--- src/rtl/lsd_pkg.sv ---
package lsd_pkg;

    typedef enum logic [1:0] {
        CH_RUN  = 2'd0,
        CH_COOL = 2'd1,
        CH_HOLD = 2'd2
    } chan_state_t;

    typedef enum logic [1:0] {
        OV_NORMAL = 2'd0,
        OV_TRIP   = 2'd1,
        OV_LOCK   = 2'd2
    } ov_state_t;

endpackage

--- src/rtl/lsd_pwm_mix.sv ---
module lsd_pwm_mix #(
    parameter int N_OUT = 16
) (
    input  logic [N_OUT-1:0] on_cmd,
    input  logic [N_OUT-1:0] pwm_en,
    input  logic [N_OUT-1:0] or_mode,
    input  logic             pwm_in,
    output logic [N_OUT-1:0] req
);

    for (genvar i = 0; i < N_OUT; i++) begin : g_mix
        always_comb begin
            if (!pwm_en[i]) begin
                req[i] = on_cmd[i];
            end else if (or_mode[i]) begin
                req[i] = on_cmd[i] | pwm_in;
            end else begin
                req[i] = on_cmd[i] & pwm_in;
            end
        end
    end

endmodule

--- src/rtl/lsd_ov_fsm.sv ---
module lsd_ov_fsm
    import lsd_pkg::*;
(
    input  logic clk,
    input  logic rst_n,
    input  logic ov_flag,
    input  logic ov_resume,
    input  logic commit,
    output logic ov_block
);

    ov_state_t st_q, st_d;

    always_ff @(posedge clk or negedge rst_n) begin
        if (!rst_n) begin
            st_q <= OV_NORMAL;
        end else begin
            st_q <= st_d;
        end
    end

    always_comb begin
        st_d = st_q;
        unique case (st_q)
            OV_NORMAL: begin
                if (ov_flag) st_d = OV_TRIP;
            end
            OV_TRIP: begin
                if (!ov_flag) st_d = ov_resume ? OV_NORMAL : OV_LOCK;
            end
            OV_LOCK: begin
                if (ov_flag)     st_d = OV_TRIP;
                else if (commit) st_d = OV_NORMAL;
            end
            default: st_d = OV_NORMAL;
        endcase
    end

    always_comb begin
        ov_block = (st_q != OV_NORMAL);
    end

endmodule

--- src/rtl/lsd_chan_fsm.sv ---
module lsd_chan_fsm
    import lsd_pkg::*;
#(
    parameter int SHORT_TICKS = 4096
) (
    input  logic clk,
    input  logic rst_n,
    input  logic commit,
    input  logic req,
    input  logic on_bit,
    input  logic therm_only,
    input  logic therm_retry,
    input  logic ov_block,
    input  logic ot_hot,
    input  logic vds_hi,
    output logic gate,
    output logic fault
);

    localparam int CW = $clog2(SHORT_TICKS + 1);
    localparam logic [CW-1:0] LAST = CW'(SHORT_TICKS - 1);

    chan_state_t st_q, st_d;
    logic [CW-1:0] cnt_q, cnt_d;
    logic          stress;
    logic          short_trip;

    always_comb begin
        stress     = gate && vds_hi && !therm_only;
        short_trip = stress && (cnt_q == LAST);
        cnt_d      = (stress && !short_trip) ? cnt_q + 1'b1 : '0;
    end

    always_ff @(posedge clk or negedge rst_n) begin
        if (!rst_n) begin
            st_q  <= CH_RUN;
            cnt_q <= '0;
        end else begin
            st_q  <= st_d;
            cnt_q <= cnt_d;
        end
    end

    always_comb begin
        st_d = st_q;
        unique case (st_q)
            CH_RUN: begin
                if (ot_hot)          st_d = CH_COOL;
                else if (short_trip) st_d = CH_HOLD;
            end
            CH_COOL: begin
                if (!ot_hot) st_d = (therm_retry || !on_bit) ? CH_RUN : CH_HOLD;
            end
            CH_HOLD: begin
                if (ot_hot)                  st_d = CH_COOL;
                else if (!on_bit || commit)  st_d = CH_RUN;
            end
            default: st_d = CH_RUN;
        endcase
    end

    always_comb begin
        gate  = (st_q == CH_RUN) && !ov_block && req;
        fault = (st_q != CH_RUN);
    end

endmodule

--- src/rtl/lsd_gate_guard.sv ---
module lsd_gate_guard #(
    parameter int N_OUT       = 16,
    parameter int SHORT_TICKS = 4096
) (
    input  logic             clk,
    input  logic             rst_n,
    input  logic             commit,
    input  logic [N_OUT-1:0] on_cmd,
    input  logic [N_OUT-1:0] pwm_en,
    input  logic [N_OUT-1:0] or_mode,
    input  logic [N_OUT-1:0] therm_only,
    input  logic             ov_resume,
    input  logic             therm_retry,
    input  logic             pwm_in,
    input  logic             ov_flag,
    input  logic [N_OUT-1:0] ot_flag,
    input  logic [N_OUT-1:0] vds_hi,
    output logic [N_OUT-1:0] gate,
    output logic [N_OUT-1:0] out_fault,
    output logic             ov_fault,
    output logic             any_fault
);

    logic [N_OUT-1:0] req;
    logic             ov_block;

    lsd_pwm_mix #(.N_OUT(N_OUT)) u_mix (
        .on_cmd  (on_cmd),
        .pwm_en  (pwm_en),
        .or_mode (or_mode),
        .pwm_in  (pwm_in),
        .req     (req)
    );

    lsd_ov_fsm u_ov (
        .clk       (clk),
        .rst_n     (rst_n),
        .ov_flag   (ov_flag),
        .ov_resume (ov_resume),
        .commit    (commit),
        .ov_block  (ov_block)
    );

    for (genvar i = 0; i < N_OUT; i++) begin : g_chan
        lsd_chan_fsm #(.SHORT_TICKS(SHORT_TICKS)) u_chan (
            .clk         (clk),
            .rst_n       (rst_n),
            .commit      (commit),
            .req         (req[i]),
            .on_bit      (on_cmd[i]),
            .therm_only  (therm_only[i]),
            .therm_retry (therm_retry),
            .ov_block    (ov_block),
            .ot_hot      (ot_flag[i]),
            .vds_hi      (vds_hi[i]),
            .gate        (gate[i]),
            .fault       (out_fault[i])
        );
    end

    always_comb begin
        ov_fault  = ov_block;
        any_fault = ov_block || (|out_fault);
    end

endmodule

--- config.mk ---
export PLATFORM = sky130hd
export DESIGN_NAME = lsd_gate_guard
export DESIGN_NICKNAME = d
export VERILOG_FILES = /design/src/rtl/lsd_pkg.sv /design/src/rtl/lsd_pwm_mix.sv /design/src/rtl/lsd_ov_fsm.sv /design/src/rtl/lsd_chan_fsm.sv /design/src/rtl/lsd_gate_guard.sv
export SDC_FILE = /design/constraint.sdc
export NUM_CORES = 1
export LEC_CHECK = 0
export BUFFER_PORTS_ARGS = -buffer_cell sky130_fd_sc_hd__buf_4
export CAP_MARGIN = 10
export CORE_ASPECT_RATIO = 1.2
export CORE_UTILIZATION = 35
export CTS_BUF_LIST = sky130_fd_sc_hd__clkbuf_8
export CTS_CLUSTER_DIAMETER = 80
export DETAILED_ROUTE_END_ITERATION = 6
export GPL_ROUTABILITY_DRIVEN = 0
export SLEW_MARGIN = 0
export SYNTH_ARGS = -nofsm -noshare
export SYNTH_HDL_FRONTEND = slang
export SYNTH_SLANG_ARGS = --single-unit
--- constraint.sdc ---
create_clock -name clk -period 2.7 [get_ports clk]
set_clock_uncertainty 0.1 [all_clocks]
set_input_delay 0.135 -clock clk [delete_from_list [all_inputs] [get_ports clk]]
set_output_delay 0.135 -clock clk [all_outputs]
set_load 0.05 [all_outputs]
==> impl_metrics.toml, run 1 <==
[run_status]
outcome = "finished, violations left"
violations = "setup timing"

[sta]
grt_setup_unrepaired = "true"
fin_crit_sh_pct = 117
setup_viol = 1
fin_setup_tns_ns = -0.446
maxSlewHeadroom_pct = 55.8
worstMarginPinSlew_ns = 0.663
finalHoldViolCount = 0
fmax_mhz = 318
drv_slew = 0
period_needed_ns = 3.15
finalWorstSetupSlack_ns = -0.446

[global_routing]
antenna_found_initial = 2
grt_util_met2_pct = 26.9
grt_pass1_wl_mm = 46.5
overflow = 0
grt.busiest_layer = "met2"
grt_usage_pct = 16.5
grt_max_degree = 79
grt_use_met1_pct = 21.5
grt_util_met3_pct = 3.24
grt_pass1_vias = 9527

[cts]
cts_tree = "done"
path_clk_slew_ns = 0.06
cts_root_buffer = "clkbuf_8"
post_cts_buffers = 0
cts_buffers = 43
clock_latency_ns = 0.53
cts.sinks = 242
htreeDepth = 2
clk_path_buf_depth = 3

[floorplan]
dieHeight_um = 206
die_w_um = 172
std_cell_rows = 74
core_area_sq_um = 34100
io_pins = 137
initial_core_util_pct = 35.6
die_area_sq_um = 35400

[synthesis]
syn_nets = 1371
synth-edff-count = 0
synth_top_family_by_area = "simple AND/OR/NAND/NOR gates"
synth-compound-area-share_pct = 6.12
synth_warnings = 0
synth_area_leader_cell = "dfrtp_1"
yosysTopAreaCellShare_pct = 49.9
synth_cell_types = 47
yosysSeqAreaShare_pct = 49.9
syn_area_sq_um = 12100
synthCells = 1252
synthSimpleGateAreaFrac_pct = 26.8
synth.area.top_cells = "dfrtp_1, nor2_1, xnor2_1"
synth_seq_cells = 242
avgSynthCellArea_sq_um = 9.69
synthMuxAreaShare_pct = 0
async_flop_share_pct = 100
yosys.area_share.adder_pct = 1.65
yosysMostFrequentCell = "nor2_1"
synthTopCellsByCount = "nor2_1, dfrtp_1, xnor2_1"
synth-xor-area-share_pct = 11.5
ys.flop_type = "dfrtp_1"

[worst_setup_path]
crit_type = "reg2out"
crit_fanout = 2
cp-end-kind = "output port"
worstPathArrival_ns = 2.91
r2r_slack_ns = 0.11
crit_path_start = "g_chan[12].u_chan.st_q[1]"
cp-start-kind = "flop"
reg2regPathDepth = 5
cp.required_ns = 2.47
r2r_end = "g_chan[2].u_chan.st_q[1]"
worstReg2RegStart = "g_chan[2].u_chan.st_q[1]"

[route]
firstDrtPassIters = 4
drc = 0
post_drt_wl_per_cell_um = 14.5
vias = 9513
via_per_inst = 4.87
antenna_left = 0
first_iter_violations = 363
routed_wl_mm = 28.4

[finish]
stdcell_count = 1952
area_growth_pct = 25.3
nets = 1582
postLayoutCoreUtil_pct = 44.6
drive_gt1_share_pct = 17.1

[hold_path]
min_path_cells = 4
worstHoldEndpoint = "g_chan[0].u_chan.cnt_q[10]"
min_from = "vds_hi[0]"
hold_path_class = "in2reg"

[power_and_ir_drop]
p_per_area_nw_per_um2 = 521
cellLeakagePower_uw = 0.00628
ir_worst_vdd_mv = 0.290

[placement]
io_buffer_count = 136
dpl.hpwl_mm = 19.7
dpl.cell_count = 1804
post-place-ws_ns = 0.0159

[flow_run]
max_cap_viol_count = 0
critical path, cell delays in order, from the launching register on:
cell	delay [ns]
dfrtp_1	0.37
or4_4	0.54
or3_4	0.34
or4_1	0.47
or4_4	0.50
buf_8	0.17
worst max path at each step:
stage / endpoint / slack (ns) / depth (start not counted)
after floorplan: any_fault / 0.12 / 4
after global placement: any_fault / 0.01 / 5
after detailed placement: any_fault / 0.02 / 5
after CTS: any_fault / -0.50 / 5
after global routing: any_fault / -0.54 / 5
final: any_fault / -0.45 / 5
logic make-up after synthesis:
| logic type | count (synthesis) |
|---|---|
| buffers and inverters | 94 |
| adders and majority gates | 16 |
| DFF | 242 |
| AOI/OAI and AO/OA | 99 |
| and+or+nand+nor | 641 |
| xor gates and xnor gates | 160 |
state kept, by name (all words and copies together) (netlist names):
| name | count |
|---|---|
| g_chan.u_chan.st_q | 32 |
| g_chan.u_chan.cnt_q | 208 |
| u_ov.st_q | 2 |
cells in the final DEF (no fill, tap or decap), types with 47 or more instances in the layout:
cell type / Yosys / final
dfrtp_1: 242 / 242
nand3_1: 62 / 62
dlygate4sd3_1: 0 / 70
inv_1: 36 / 47
buf_4: 32 / 148
nand2_1: 54 / 54
nand4_1: 55 / 55
nor2_1: 262 / 260
clkbuf_8: 0 / 53
xnor2_1: 81 / 81
xor2_1: 79 / 79
power breakdown:
group          total (uW)  internal, uW  switching (uW)  leakage (uW)
registers            3690          3660            29.9       0.00334
logic                 753           317             437       0.00244
clock network        3480          1970            1510      0.000503
total                7920          5940            1980       0.00628
metrics by stage:
step                power [uW]  hold WS, ns  cell area [sq um]
global route              8280      0.00276              15200
global placement          4430       0.0777              13500
CTS                       8050      0.00230              15200
floorplan                 4100       -0.261              12100
detailed placement        4440       0.0701              13500
finish                    7920       0.0268              15200
repair_timing:
action                                  CTS  global route
hold buffers                             71             1
pin swaps                                 0             0
hold endpoints to repair                182             1
gates resized for setup                   3            12
endpoints found under the setup margin    1             8
metal layers:
| metal | part of all wire, % | routed length (um) | vias to the layer above |
|---|---|---|---|
| met5 | 0.039 | 11 | - |
| li1 | - | - | 4722 |
| met2 | 47 | 13300 | 183 |
| met1 | 44 | 12500 | 4544 |
| met4 | 3.2 | 912 | 2 |
| met3 | 5.7 | 1620 | 62 |
area by class of cell:
type                    count  area [sq um]
fillers                  3334         18900
clock inverters            24           161
inverters                  37           139
multi-input cells         916          5650
clock buffers              53           729
well taps                 456           571
repair buffers            223          1890
diodes                      1          2.50
flip-flops and latches    242          6060
Note: power is estimated with default switching activity, not from simulation.
==> inputs of run 2 (changes only) <==
SETUP_SLACK_MARGIN = 0.05   (was unset)
==> run 2 against run 1 <==
The run still ends with setup timing left. Final area is 0.16% higher. Non-clock buffer count increased by 3. Final cell count rose by 0.15%. Register-to-register slack improved by 0.04 ns. Highest routed layer unchanged.
==> impl_metrics.toml, run 2 (synthesis results as in run 1) <==
[finish]
largest_reg_flops = 208
stdcell_count = 1955
postLayoutCoreUtil_pct = 44.7
nets = 1585
drive_gt1_share_pct = 17.2
largest_register = "g_chan.u_chan.cnt_q"
fillCellCount = 3337
largestRegisters = "g_chan.u_chan.cnt_q: 208 flops, g_chan.u_chan.st_q: 32 flops, u_ov.st_q: 2 flops"
layout_commonest_cell = "nor2_1"
area_growth_pct = 25.5
mostFrequentLayoutCells = "nor2_1, dfrtp_1, buf_4"

[sta]
fmax_mhz = 317
worstMarginPinSlew_ns = 0.662
finalHoldViolCount = 0
fin_crit_sh_pct = 117
setup_viol = 1
drv_slew = 0
holdWs_ns = 0.0392
grt_setup_unrepaired = "true"
maxSlewHeadroom_pct = 55.9
period_needed_ns = 3.16
finalWorstSetupSlack_ns = -0.455

[global_routing]
grt_usage_pct = 16.6
antenna_found_initial = 2
grt_pass1_wl_mm = 46.7
grt_max_degree = 79
grt_pass1_vias = 9538
overflow = 0

[worst_setup_path]
r2r_end = "g_chan[0].u_chan.cnt_q[10]"
r2r_slack_ns = 0.15
slowest_delay_ns = 0.54
worstSetupEndpoint = "any_fault"
worstPathArrival_ns = 2.92
path_cells = "or4_4 -> or3_4 -> or4_1 -> or4_4 -> buf_8"
crit_type = "reg2out"
crit_path_start = "g_chan[12].u_chan.st_q[1]"
worstReg2RegStart = "u_ov.st_q[1]"
crit_fanout = 2
slowest_stage = "or4_4"
reg2regPathDepth = 6
worst-path-stages = 5
cp.required_ns = 2.47
crit_top_cell = "or4_4"
cpLargestDelayFamily = "simple AND/OR/NAND/NOR gates"
critPathBufInv = 1
cp-start-kind = "flop"
cp-end-kind = "output port"

[floorplan]
std_cell_rows = 74
dieHeight_um = 206
initial_core_util_pct = 35.6
core_area_sq_um = 34100
die_area_sq_um = 35400
io_pins = 137
die_w_um = 172

[cts]
cts.sinks = 242
cts_buffers = 43
htreeDepth = 2
cts_tree = "done"
clk_path_buf_depth = 3
cts_root_buffer = "clkbuf_8"
path_clk_slew_ns = 0.06
clock_latency_ns = 0.53

[placement]
io_buffer_count = 136
dpl.cell_count = 1804
dpl.hpwl_mm = 19.7

[power_and_ir_drop]
cellLeakagePower_uw = 0.00629
ir_worst_vdd_mv = 0.288
p_total_uw = 7920
p_per_area_nw_per_um2 = 520

[route]
first_iter_violations = 374
post_drt_wl_per_cell_um = 14.6
drc = 0
firstDrtPassIters = 4
routed_wl_mm = 28.5
via_per_inst = 4.88
antenna_left = 0
vias = 9535

[run_status]
violations = "setup timing"
outcome = "finished, violations left"

[flow_run]
max_cap_viol_count = 0

[hold_path]
hold_path_class = "in2reg"
## run 2: metal layers
| layer | vias up | GRT usage (%) | share of wire (%) |
|---|---|---|---|
| met2 | 177 | 27.0 | 47 |
| met5 | - | 0 | 0.039 |
| met3 | 64 | 3.24 | 4.8 |
| met4 | 2 | 6.54 | 3.1 |
| li1 | 4735 | - | - |
| met1 | 4557 | 21.6 | 45 |
## run 2: cell type report
class                      instances  area (sq um)  area share (%)
sequential                       242          6060            39.8
tap                              456           571            3.75
multi-input combinational        916          5650            37.1
inverter                          37           139           0.912
timing repair buffer             226          1920            12.6
clock buffer                      53           729            4.79
antenna                            1          2.50          0.0164
clock inverter                    24           161            1.06
## run 2: through the flow
stage          TNS, ns  setup slack [ns]  instance area [sq um]
4_1_cts         -0.534            -0.500                  15200
2_1_floorplan        0             0.116                  12100
3_5_place_dp         0            0.0159                  13500
3_3_place_gp         0            0.0137                  13500
6_report        -0.455            -0.455                  15200
5_1_grt         -0.536            -0.536                  15200
## run 2: worst register-to-register path: cells and delay by family (launching register included)
| family | cells | cell delay (ns) |
|---|---|---|
| simple gates | 4 | 1.30 |
| buf+inv | 2 | 0.73 |
| flops | 1 | 0.37 |
## run 2: worst min-delay path by stage
stage,startpoint,to,depth (start not counted)
after floorplan,rst_n,g_chan[0].u_chan.cnt_q[0],0
after global placement,rst_n,g_chan[15].u_chan.cnt_q[7],1
after detailed placement,rst_n,g_chan[1].u_chan.cnt_q[8],1
after CTS,pwm_en[11],g_chan[11].u_chan.cnt_q[12],4
after global routing,therm_only[3],g_chan[3].u_chan.st_q[1],4
final,vds_hi[1],g_chan[1].u_chan.st_q[1],4
## run 2: where the power goes
part | total, uW | switching, uW | internal (uW)
registers | 3690 | 28.9 | 3660
logic | 758 | 440 | 319
clock network | 3480 | 1510 | 1970
total | 7920 | 1980 | 5940
## run 2: timing repair
action	4_1_cts	5_1_grt
setup buffers	0	1
resized for setup	3	10
cloned	0	0
hold buffers	72	1
endpoints found under the setup margin	1	9
hold endpoints to repair	182	1
==> inputs of run 3 (changes only) <==
==> constraint.sdc (replaced) <==
create_clock -name clk -period 2.7 [get_ports clk]
set_clock_uncertainty 0.1 [all_clocks]
set_input_delay 0.135 -clock clk [delete_from_list [all_inputs] [get_ports clk]]
set_output_delay 0.135 -clock clk [all_outputs]
set_load 0.02 [all_outputs]
==> run 3 against run 2 <==
The flow still finishes with violations (setup timing). First-iteration DRC count up 11%. Total power down 2.2%. Wire length about the same. Via count up 0.15%. Die area unchanged. Sequential power about the same. Fmax down 0.57%. Final cell count down 0.20%. Critical endpoint unchanged. Largest cell class unchanged.
==> impl_metrics.toml, run 3 (synthesis results as in run 1) <==
[run_status]
outcome = "finished, violations left"
violations = "setup timing"

[worst_setup_path]
worstPathArrival_ns = 2.94
slowest_stage = "or4_4"
critPathBufInv = 1
cpLargestDelayFamily = "simple AND/OR/NAND/NOR gates"
crit_top_cell = "or4_4"
cp.required_ns = 2.47
slowest_delay_ns = 0.54
crit_type = "reg2out"
path_cells = "or4_4 -> or3_4 -> or4_1 -> or4_4 -> buf_6"
cp-end-kind = "output port"
cp-start-kind = "flop"
crit_fanout = 2
r2r_slack_ns = 0.20

[route]
vias = 9549
post_drt_wl_per_cell_um = 14.6
antenna_left = 0
via_per_inst = 4.89
drc = 0
first_iter_violations = 417
routed_wl_mm = 28.6
firstDrtPassIters = 4

[sta]
fin_setup_tns_ns = -0.473
setup_viol = 1
period_needed_ns = 3.17
grt_setup_unrepaired = "true"
fmax_mhz = 315
worstMarginPinSlew_ns = 0.553
finalWorstSetupSlack_ns = -0.473
maxSlewHeadroom_pct = 63.1
finalHoldViolCount = 0
drv_slew = 0
fin_crit_sh_pct = 118

[cts]
htreeDepth = 2
path_clk_slew_ns = 0.06
cts_buffers = 42
cts_tree = "done"
clk_path_buf_depth = 3
cts.sinks = 242
cts_root_buffer = "clkbuf_8"
clock_latency_ns = 0.54

[finish]
drive_gt1_share_pct = 17.2
area_growth_pct = 25.3
largest_register = "g_chan.u_chan.cnt_q"
fillCellCount = 3328
layout_commonest_cell = "nor2_1"
largest_reg_flops = 208
nets = 1581
postLayoutCoreUtil_pct = 44.6
stdcell_count = 1951
seq_area_sq_um = 6060
largestRegisters = "g_chan.u_chan.cnt_q: 208 flops, g_chan.u_chan.st_q: 32 flops, u_ov.st_q: 2 flops"
mostFrequentLayoutCells = "nor2_1, dfrtp_1, buf_4"
multi_input_area_sq_um = 5670

[placement]
dpl.cell_count = 1802
io_buffer_count = 136
dpl.hpwl_mm = 19.5

[power_and_ir_drop]
cellLeakagePower_uw = 0.00628
p_total_uw = 7750
p_per_area_nw_per_um2 = 510
ir_worst_vdd_mv = 0.262

[global_routing]
grt_usage_pct = 16.6
antenna_found_initial = 0
overflow = 0
grt_pass1_wl_mm = 47.1
grt_pass1_vias = 9606
grt_max_degree = 67

[floorplan]
dieHeight_um = 206
initial_core_util_pct = 35.6
die_area_sq_um = 35400
core_area_sq_um = 34100
die_w_um = 172
std_cell_rows = 74
io_pins = 137

[hold_path]
hold_path_class = "in2async"

[flow_run]
max_cap_viol_count = 0
run 3: repair_timing:
| item | in CTS | in global routing |
|---|---|---|
| resized for setup | 4 | 13 |
| cloned | 0 | 0 |
| hold endpoints to repair | 243 | 1 |
| pin swaps | 4 | 1 |
| hold buffers | 71 | 1 |
| endpoints found under the setup margin | 1 | 16 |
| setup buffers | 0 | 1 |
run 3: worst paths after layout:
kind | start | to | cells past startpoint
min in group clk | pwm_en[11] | g_chan[11].u_chan.cnt_q[12] | 4
setup reg to reg | u_ov.st_q[1] | g_chan[2].u_chan.st_q[1] | 5
max in group asynchronous | rst_n | g_chan[10].u_chan.st_q[0] | 3
setup / recovery | g_chan[12].u_chan.st_q[0] | any_fault | 5
hold reg to reg | g_chan[6].u_chan.st_q[1] | g_chan[6].u_chan.st_q[0] | 1
hold / removal | rst_n | g_chan[1].u_chan.cnt_q[4] | 2
run 3: through the flow:
stage / setup WS [ns] / hold WS (ns) / cell area, sq um
CTS: -0.516 / 0.0188 / 15100
global route: -0.530 / 0.0727 / 15200
global placement: -0.0429 / 0.0282 / 13500
floorplan: 0.256 / -0.261 / 12100
finish: -0.473 / 0.0226 / 15200
detailed placement: -0.0325 / 0.0232 / 13500
run 3: report_power, final:
part	internal [uW]	total [uW]	switching (uW)
clock network	1900	3380	1480
logic	318	676	358
registers	3660	3690	31.9
total	5880	7750	1870
run 3: per-layer routing:
layer,vias to the layer above,wire (um),GRT usage (%)
met5,-,0,0
li1,4720,-,-
met1,4588,12700,21.5
met2,179,13600,27.5
met3,62,1200,2.99
met4,0,994,6.61
run 3: layout make-up:
type / instances / area share, %
Clock buffer: 58 / 5.25
Multi-Input combinational cell: 916 / 37.3
Clock inverter: 18 / 0.486
Timing Repair Buffer: 223 / 12.4
Inverter: 37 / 0.914
Antenna cell: 1 / 0.0165
Sequential cell: 242 / 39.9
Tap cell: 456 / 3.75
